<file path="config.mk">
export PLATFORM = sky130hd
export DESIGN_NAME = acc_alu_unit
export DESIGN_NICKNAME = d
export VERILOG_FILES = /design/src/rtl/alu_pkg.sv /design/src/rtl/alu_arith.sv /design/src/rtl/alu_logic.sv /design/src/rtl/alu_flag_pack.sv /design/src/rtl/acc_alu_unit.sv
export SDC_FILE = /design/constraint.sdc
export NUM_CORES = 1
export LEC_CHECK = 0
export ABC_AREA = 1
export BUFFER_PORTS_ARGS = -buffer_cell sky130_fd_sc_hd__buf_2
export CAP_MARGIN = 0
export CELL_PAD_IN_SITES_DETAIL_PLACEMENT = 0
export CELL_PAD_IN_SITES_GLOBAL_PLACEMENT = 1
export CORE_MARGIN = 5
export CORE_UTILIZATION = 39
export DETAILED_ROUTE_END_ITERATION = 12
export GPL_TIMING_DRIVEN = 0
export HOLD_SLACK_MARGIN = 0.12
export PLACE_DENSITY = 0.79
export SYNTH_ARGS = -nofsm -noshare
export SYNTH_HDL_FRONTEND = slang
export SYNTH_SLANG_ARGS = --single-unit
</file>
<file path="constraint.sdc">
create_clock -name clk -period 3.45 [get_ports clk]
set_input_delay 0.1725 -clock clk [delete_from_list [all_inputs] [get_ports clk]]
set_output_delay 0.1725 -clock clk [all_outputs]
set_load 0.05 [all_outputs]
</file>
<file path="src/rtl/alu_pkg.sv">
package alu_pkg;

  localparam int DW = 8;
  localparam int NIB = 4;

  // Status byte bit positions
  localparam int FB_SGN = 7;
  localparam int FB_ZRO = 6;
  localparam int FB_HCY = 4;
  localparam int FB_PAR = 2;
  localparam int FB_CRY = 0;

  typedef enum logic [2:0] {
    OP_ADD = 3'd0,
    OP_ADC = 3'd1,
    OP_SUB = 3'd2,
    OP_SBB = 3'd3,
    OP_AND = 3'd4,
    OP_XOR = 3'd5,
    OP_OR  = 3'd6,
    OP_CMP = 3'd7
  } alu_op_e;

  // 1 when the count of ones in v is even
  function automatic logic even_ones(input logic [DW-1:0] v);
    return ~(^v);
  endfunction

  // Carry out of the low nibble for x + y + ci
  function automatic logic low_nib_carry(input logic [NIB-1:0] x,
                                         input logic [NIB-1:0] y,
                                         input logic ci);
    logic [NIB:0] t;
    t = {1'b0, x} + {1'b0, y} + {{NIB{1'b0}}, ci};
    return t[NIB];
  endfunction

  function automatic logic is_logic_op(input logic [2:0] op);
    return (op == OP_AND) || (op == OP_XOR) || (op == OP_OR);
  endfunction

  function automatic logic is_sub_op(input logic [2:0] op);
    return (op == OP_SUB) || (op == OP_SBB) || (op == OP_CMP);
  endfunction

endpackage

</file>
<file path="src/rtl/alu_arith.sv">
module alu_arith
  import alu_pkg::*;
#(
  parameter int W = DW
) (
  input  logic [W-1:0] opa,
  input  logic [W-1:0] opb,
  input  logic         do_sub,
  input  logic         chain_in,
  input  logic         stored_cy,
  output logic [W-1:0] sum,
  output logic         msb_cout,
  output logic         nib_cout,
  output logic         cy_flag
);
  logic [W-1:0] b_eff;
  logic         cin;
  logic [W:0]   full;

  always_comb begin
    b_eff = do_sub ? ~opb : opb;
    if (do_sub) cin = chain_in ? ~stored_cy : 1'b1;
    else        cin = chain_in ? stored_cy : 1'b0;
    full  = {1'b0, opa} + {1'b0, b_eff} + {{W{1'b0}}, cin};
  end

  assign sum      = full[W-1:0];
  assign msb_cout = full[W];
  assign nib_cout = low_nib_carry(opa[NIB-1:0], b_eff[NIB-1:0], cin);
  // borrow is the inverse of the two's-complement carry
  assign cy_flag  = do_sub ? ~full[W] : full[W];
endmodule

</file>
<file path="src/rtl/alu_logic.sv">
module alu_logic
  import alu_pkg::*;
#(
  parameter int W = DW
) (
  input  logic [W-1:0] opa,
  input  logic [W-1:0] opb,
  input  logic [2:0]   op,
  output logic [W-1:0] res,
  output logic         hcy_flag
);
  always_comb begin
    unique case (op)
      OP_AND:  res = opa & opb;
      OP_XOR:  res = opa ^ opb;
      default: res = opa | opb;
    endcase
    hcy_flag = (op == OP_AND);
  end
endmodule

</file>
<file path="src/rtl/alu_flag_pack.sv">
module alu_flag_pack
  import alu_pkg::*;
#(
  parameter int W = DW
) (
  input  logic [W-1:0] res,
  input  logic         cy,
  input  logic         hcy,
  output logic [W-1:0] flags
);
  for (genvar i = 0; i < W; i++) begin : g_bit
    if (i == FB_SGN) begin : g_s
      assign flags[i] = res[W-1];
    end else if (i == FB_ZRO) begin : g_z
      assign flags[i] = (res == '0);
    end else if (i == FB_HCY) begin : g_h
      assign flags[i] = hcy;
    end else if (i == FB_PAR) begin : g_p
      assign flags[i] = even_ones(res);
    end else if (i == FB_CRY) begin : g_c
      assign flags[i] = cy;
    end else begin : g_pad
      assign flags[i] = 1'b0;
    end
  end
endmodule

</file>
<file path="src/rtl/acc_alu_unit.sv">
module acc_alu_unit
  import alu_pkg::*;
(
  input  logic       clk,
  input  logic       rst,
  input  logic       exec_en,
  input  logic [2:0] op_sel,
  input  logic [7:0] tmp_opnd,
  output logic [7:0] acc_q,
  output logic [7:0] flag_q
);
  logic [DW-1:0] arith_sum, logic_res, result_w, flags_w;
  logic          carry_out_w, half_cout_w, arith_cy_w, logic_hcy_w;
  logic          sel_logic_w, sel_sub_w, chain_w, acc_write_w;
  logic          res_cy_w, res_hcy_w;

  assign sel_logic_w = is_logic_op(op_sel);
  assign sel_sub_w   = is_sub_op(op_sel);
  assign chain_w     = (op_sel == OP_ADC) || (op_sel == OP_SBB);
  assign acc_write_w = exec_en && (op_sel != OP_CMP);

  alu_arith #(.W(DW)) u_arith (
    .opa       (acc_q),
    .opb       (tmp_opnd),
    .do_sub    (sel_sub_w),
    .chain_in  (chain_w),
    .stored_cy (flag_q[FB_CRY]),
    .sum       (arith_sum),
    .msb_cout  (carry_out_w),
    .nib_cout  (half_cout_w),
    .cy_flag   (arith_cy_w)
  );

  alu_logic #(.W(DW)) u_logic (
    .opa      (acc_q),
    .opb      (tmp_opnd),
    .op       (op_sel),
    .res      (logic_res),
    .hcy_flag (logic_hcy_w)
  );

  always_comb begin
    if (sel_logic_w) begin
      result_w  = logic_res;
      res_cy_w  = 1'b0;
      res_hcy_w = logic_hcy_w;
    end else begin
      result_w  = arith_sum;
      res_cy_w  = arith_cy_w;
      res_hcy_w = half_cout_w;
    end
  end

  alu_flag_pack #(.W(DW)) u_flags (
    .res   (result_w),
    .cy    (res_cy_w),
    .hcy   (res_hcy_w),
    .flags (flags_w)
  );

  always_ff @(posedge clk) begin
    if (rst) begin
      acc_q  <= '0;
      flag_q <= '0;
    end else if (exec_en) begin
      flag_q <= flags_w;
      if (acc_write_w) acc_q <= result_w;
    end
  end
endmodule

</file>
==> run metrics, run 1 <==
antenna cells 0; M3 GR Usage 0.0145; register share of total power 0.237; r2r worst-path depth 18; combinational family with the most area after synthesis simple AND/OR/NAND/NOR gates; period utilization 0.910; Internal 415 uW; worst r2r src flag_q[0]; H-tree Lvls 1; critical path's largest stage delay 390 ps; Final Hold Viols 0; Static Leak 1.11 nW; Crit Path Category reg2reg; Residual DRC 0; Critical Path End Type flip-flop; die area 5740 um^2; Yosys reg bits 13; Worst Path Required 3600 ps; crit path max fanout 3; largest area contributor in the netlist ha_1; Compound-Gate Fraction of Synth Area 0.129; Core Rows 24; VDD IR max 323 uV; Setup crit start kind flip-flop; port bufs 23; GR Layer Usage met2 0.271; GRT Util Overall 0.160; Iteration-0 DRC Markers 81; Synth Warn # 0; die height 75.7 um; Crit path max-delay family adder cells; setup violators final 0; critical path buffer and inverter count 4; mux cell area share after synthesis 0; Initial Util 0.395; switching part of the total 0.470; RePlAce Congestion 0.759; total congestion overflow 0; via count 1598; syn_area_per_cell 6.53 um^2; Post-Synth Adder-Cell Area 0.224; Worst EP arrival 3280 ps; layout cell share with drive strength beyond 1 0.167; crit path from flag_q[0]; total number of cells along the worst setup path 18; Core Area 4260 um^2; antenna viol nets, final 0; worst skew pair latency 250 ps; CP Capture Point flag_q[2]; dpl cell area 1870 um^2; wire per inst 12.6 um; Worst path slowest cell fa_1; GR Util met1 0.214; synthesized-area fraction occupied by and/or/nand/nor cells 0.290; largest net degree at the start of global routing 11; Logic pwr share 0.576; clock network fraction of design power 0.187; num ports 30; post-route cell area 1940 um^2; Hold-fix buffers, CTS 0; CTS tree built; top post-synthesis cells by area ha_1 (20%), dfxtp_1 (15%), nand2_1 (15%); register area share after synthesis 0.154; ys async rst share 0; unrepaired setup endpoints after global routing false; gr busiest metal met2; initial antenna violation count 0; clk root buf clkbuf_8; Yosys cell types 31; nets 331; ys flop type dfxtp_1; Die W 75.7 um; Area Overhead vs Synth 15.4%; Worst path most repeated cell inv_1; hold slack 339 ps; XOR/XNOR Fraction of Synth Area 0.0572; Post-Synthesis Cells 258; most common cell in the netlist nand2_1; Num Clock Sinks 13; Num CTS Buffers 3; crit path cell chain nand3_1 > o21ai_0 > fa_2 > inv_1 > fa_1 > inv_1 > nand2_1 > nand2_1 > and2_1 > or2_2 > nand3_1 > nand2_1 > inv_1 > ha_1 > xnor2_1 > nor2_1 > o221ai_1 > inv_1; cell area after synthesis 1690 um^2; Max Clock Skew 3.17 ps; HP Class in2reg; Post-DP HPWL 3360 um; total net switching power 368 uW; Pwr per Cell Area 402 nW/um^2; post-CTS sizing 0; Max Freq 319 MHz; reg-to-reg endpoint flag_q[2]; crit path time final 3140 ps; Max Cap Violations 0; first-pass GRT wire length 7040 um; final WL 4270 um; vias in the first global route 1515; Post-synth top cells nand2_1 (66), inv_1 (46), ha_1 (27); fin util 0.456; Setup Buffers After CTS 0; number of synthesized flops with an enable pin 0; Pre-Repair DR Iteration Count 4; R2R Setup Slk 310 ps; status complete, no violations; clk slew on worst S/H paths 60 ps; Synth top area share 0.200; Max Root-Sink Buffers 2; count of pins over their slew limit 0; Via density 4.71
-- power groups by stage --
| stage | clock network (mW) | registers, mW | logic [mW] |
|---|---|---|---|
| after floorplan | 0 | 0.243 | 0.286 |
| after global placement | 0 | 0.188 | 0.436 |
| after detailed placement | 0 | 0.189 | 0.435 |
| after CTS | 0.150 | 0.185 | 0.438 |
| after global routing | 0.156 | 0.188 | 0.511 |
| final | 0.146 | 0.185 | 0.451 |
-- registers in the layout, indices dropped and copies added, names as in the netlist --
signal / cells
flag_q: 5
acc_q: 8
-- logic make-up (layout without fill, tap and decap cells) --
family                   Yosys count  in the layout
AO/OA/AOI/OAI                     36             36
XOR/XNOR                          11             11
adder cells (fa/ha/maj)           29             29
buffers and inverters             57             84
flip-flops                        13             13
other                              1              3
AND/OR/NAND/NOR                  111            111
-- worst min path at each step --
stage / from / endpoint / slack [ps] / cells past startpoint
after floorplan: flag_q[0] / flag_q[0] / 460 / 2
after global routing: exec_en / flag_q[6] / 360 / 2
final: exec_en / flag_q[6] / 340 / 2
after global placement: flag_q[0] / flag_q[0] / 480 / 2
after CTS: exec_en / flag_q[6] / 340 / 2
after detailed placement: flag_q[0] / flag_q[0] / 480 / 2
-- final cells by class --
class                           count  area (um^2)
Clock buffer                        4         45.0
Timing Repair Buffer               23          115
Tap cell                           52         65.1
Buffer                              8         56.3
Inverter                           49          184
Multi-Input combinational cell    190         1220
Fill cell                         471         2320
Sequential cell                    13          260
-- layout by cell type, fill, tap and decap left out, types with 3 or more instances in the layout --
cell type	synthesis	layout
o211ai_1	3	3
a21oi_1	17	17
nand2_1	66	65
inv_1	46	46
o21ai_1	5	5
dfxtp_1	13	13
inv_2	3	3
xor2_1	9	9
ha_1	27	27
clkbuf_8	0	3
conb_1	1	3
buf_2	0	23
nand3_1	22	22
clkbuf_1	2	3
o21ai_0	4	4
nor2_1	12	12
buf_4	5	5
-- layer usage --
metal  routed length [um]  part of all wire  vias to the layer above
met3                  157             0.037                        5
met2                 1990              0.47                       20
met5                    0                 0                        -
met4                   61             0.014                        0
met1                 2060              0.48                      703
li1                     -                 -                      870
-- metrics by stage --
step,TNS [ps],worst slack (ps),cells,power [mW]
after floorplan,0,435,260,0.530
after global placement,-27.7,-27.7,335,0.623
after detailed placement,-35.4,-35.4,335,0.624
after CTS,0,214,339,0.774
after global routing,0,11.1,339,0.855
final,0,311,339,0.783
Note: power is estimated with default switching activity, not from simulation.
==> run 2: changes to the inputs <==
RECOVER_POWER = 25   (was not set)
==> run 2 against run 1 <==
Effect of this change: core utilization is 0.18 points lower; sequential share of layout area is 0.052 points higher; final area fell by 0.39%; flip-flop and latch count did not move; clock power barely moved; routed wire length is 0.14% lower; cell count did not move; clock skew hardly changed.
==> run metrics, run 2 (synthesis gave the netlist of run 1 again) <==
Setup crit start kind flip-flop; num ports 30; Num CTS Buffers 3; Max Cap Violations 0; Critical Path End Type flip-flop; commonest non-fill, non-tap cell in the layout nand2_1; Largest register FFs 8; vias in the first global route 1515; Worst Path Required 3600 ps; Core Rows 24; worst relative slew slack 0.605; r2r worst-path depth 18; CTS tree built; crit path cell chain nand3_1 > o21ai_0 > fa_2 > inv_1 > fa_1 > inv_1 > nand2_1 > nand2_1 > and2_1 > or2_2 > nand3_1 > nand2_1 > inv_1 > ha_1 > xnor2_1 > nor2_1 > o221ai_1 > inv_1; antenna cells 0; most frequent cells in the layout nand2_1 (65), inv_1 (46), ha_1 (27), nand3_1 (22); GR Util met1 0.214; port bufs 23; Worst EP arrival 3290 ps; first-pass GRT wire length 7040 um; H-tree Lvls 1; measured slew at the worst slew-check pin 596 ps; Worst path most repeated cell inv_1; fillers 477; count of pins over their slew limit 0; Core Area 4260 um^2; M3 GR Usage 0.0145; Cell Count, Final, Fillers Out 339; Area Overhead vs Synth 14.9%; Via density 4.73; fin worst setup slack 305 ps; Max Freq 318 MHz; Iteration-0 DRC Markers 80; Final Hold Viols 0; gr busiest metal met2; fin util 0.454; CP Capture Point flag_q[2]; total congestion overflow 0; nets 331; GRT Util Overall 0.160; RePlAce Congestion 0.759; Static Leak 1.09 nW; GR Layer Usage met2 0.271; Max Root-Sink Buffers 2; Num Clock Sinks 13; Biggest register acc_q; worst skew pair latency 250 ps; Hold-fix buffers, CTS 0; setup violators final 0; VDD IR max 318 uV; reg-to-reg endpoint flag_q[2]; Placed Cells incl. Taps 335; die height 75.7 um; largest registers acc_q (8), flag_q (5); unrepaired setup endpoints after global routing false; Post-DP HPWL 3360 um; Max Clock Skew 3.09 ps; clk slew on worst S/H paths 60 ps; critical path's largest stage delay 390 ps; worst r2r src flag_q[0]; final WL 4270 um; die area 5740 um^2; wire per inst 12.6 um; period utilization 0.912; via count 1603; Crit Path Category reg2reg; Residual DRC 0; R2R Setup Slk 300 ps; Pwr per Cell Area 403 nW/um^2; crit path from flag_q[0]; status complete, no violations; DP Worst Slack -35.4 ps; initial antenna violation count 0; Pre-Repair DR Iteration Count 4; Worst path slowest cell fa_1; Die W 75.7 um; crit path time final 3150 ps; largest net degree at the start of global routing 11; total power 780 uW; Initial Util 0.395; clk root buf clkbuf_8; layout cell share with drive strength beyond 1 0.146; antenna viol nets, final 0; HP Class in2reg; crit path max fanout 3
run 2: cell count changes in the layout (fill, tap and decap cells not counted):
cell,before,now
buf_2,23,17
clkbuf_1,3,9
run 2: what timing repair did:
action / CTS / global route
buffers inserted: 0 / 0
setup endpoints to repair: 0 / 1
resized for setup: 0 / 5
run 2: power by group:
part	switching (mW)	leakage [nW]	internal, mW
Sequential	0.0172	0.108	0.168
Clock	0.0643	0.0228	0.0820
Combinational	0.287	0.960	0.162
run 2: per-stage QoR:
stage	TNS [ps]	instance area, um^2	hold slack (ps)
after floorplan	0	1690	459
after global placement	-27.7	1870	480
after detailed placement	-35.4	1870	480
after CTS	0	1920	336
after global routing	0	1940	359
final	0	1940	339
run 2: layer usage:
| layer | up-vias | routed length, um |
|---|---|---|
| li1 | 870 | - |
| met1 | 708 | 2050 |
| met2 | 20 | 2000 |
| met3 | 5 | 154 |
| met4 | 0 | 61 |
| met5 | - | 0 |
run 2: worst min path at each step:
stage / from / to / slack (ps) / cells past startpoint
3_3_place_gp: flag_q[0] / flag_q[0] / 480 / 2
3_5_place_dp: flag_q[0] / flag_q[0] / 480 / 2
6_report: exec_en / flag_q[6] / 340 / 2
2_1_floorplan: flag_q[0] / flag_q[0] / 460 / 2
5_1_grt: exec_en / flag_q[6] / 360 / 2
4_1_cts: exec_en / flag_q[6] / 340 / 2
run 2: area by class of cell:
class                   count  area [um^2]  area share
clock buffers               4         45.0      0.0233
inverters                  49          184      0.0950
well taps                  52         65.1      0.0336
flip-flops and latches     13          260       0.134
multi-input cells         190         1220       0.629
plain buffers               8         56.3      0.0291
repair buffers             23          108      0.0556
run 2: critical path: cells and delay by family (launching register included):
family / cells / cell delay [ps]
adders and majority gates: 3 / 1000
and+or+nand+nor: 8 / 780
AOI/OAI and AO/OA: 2 / 490
DFF: 1 / 350
buffers and inverters: 4 / 220
xor gates and xnor gates: 1 / 190
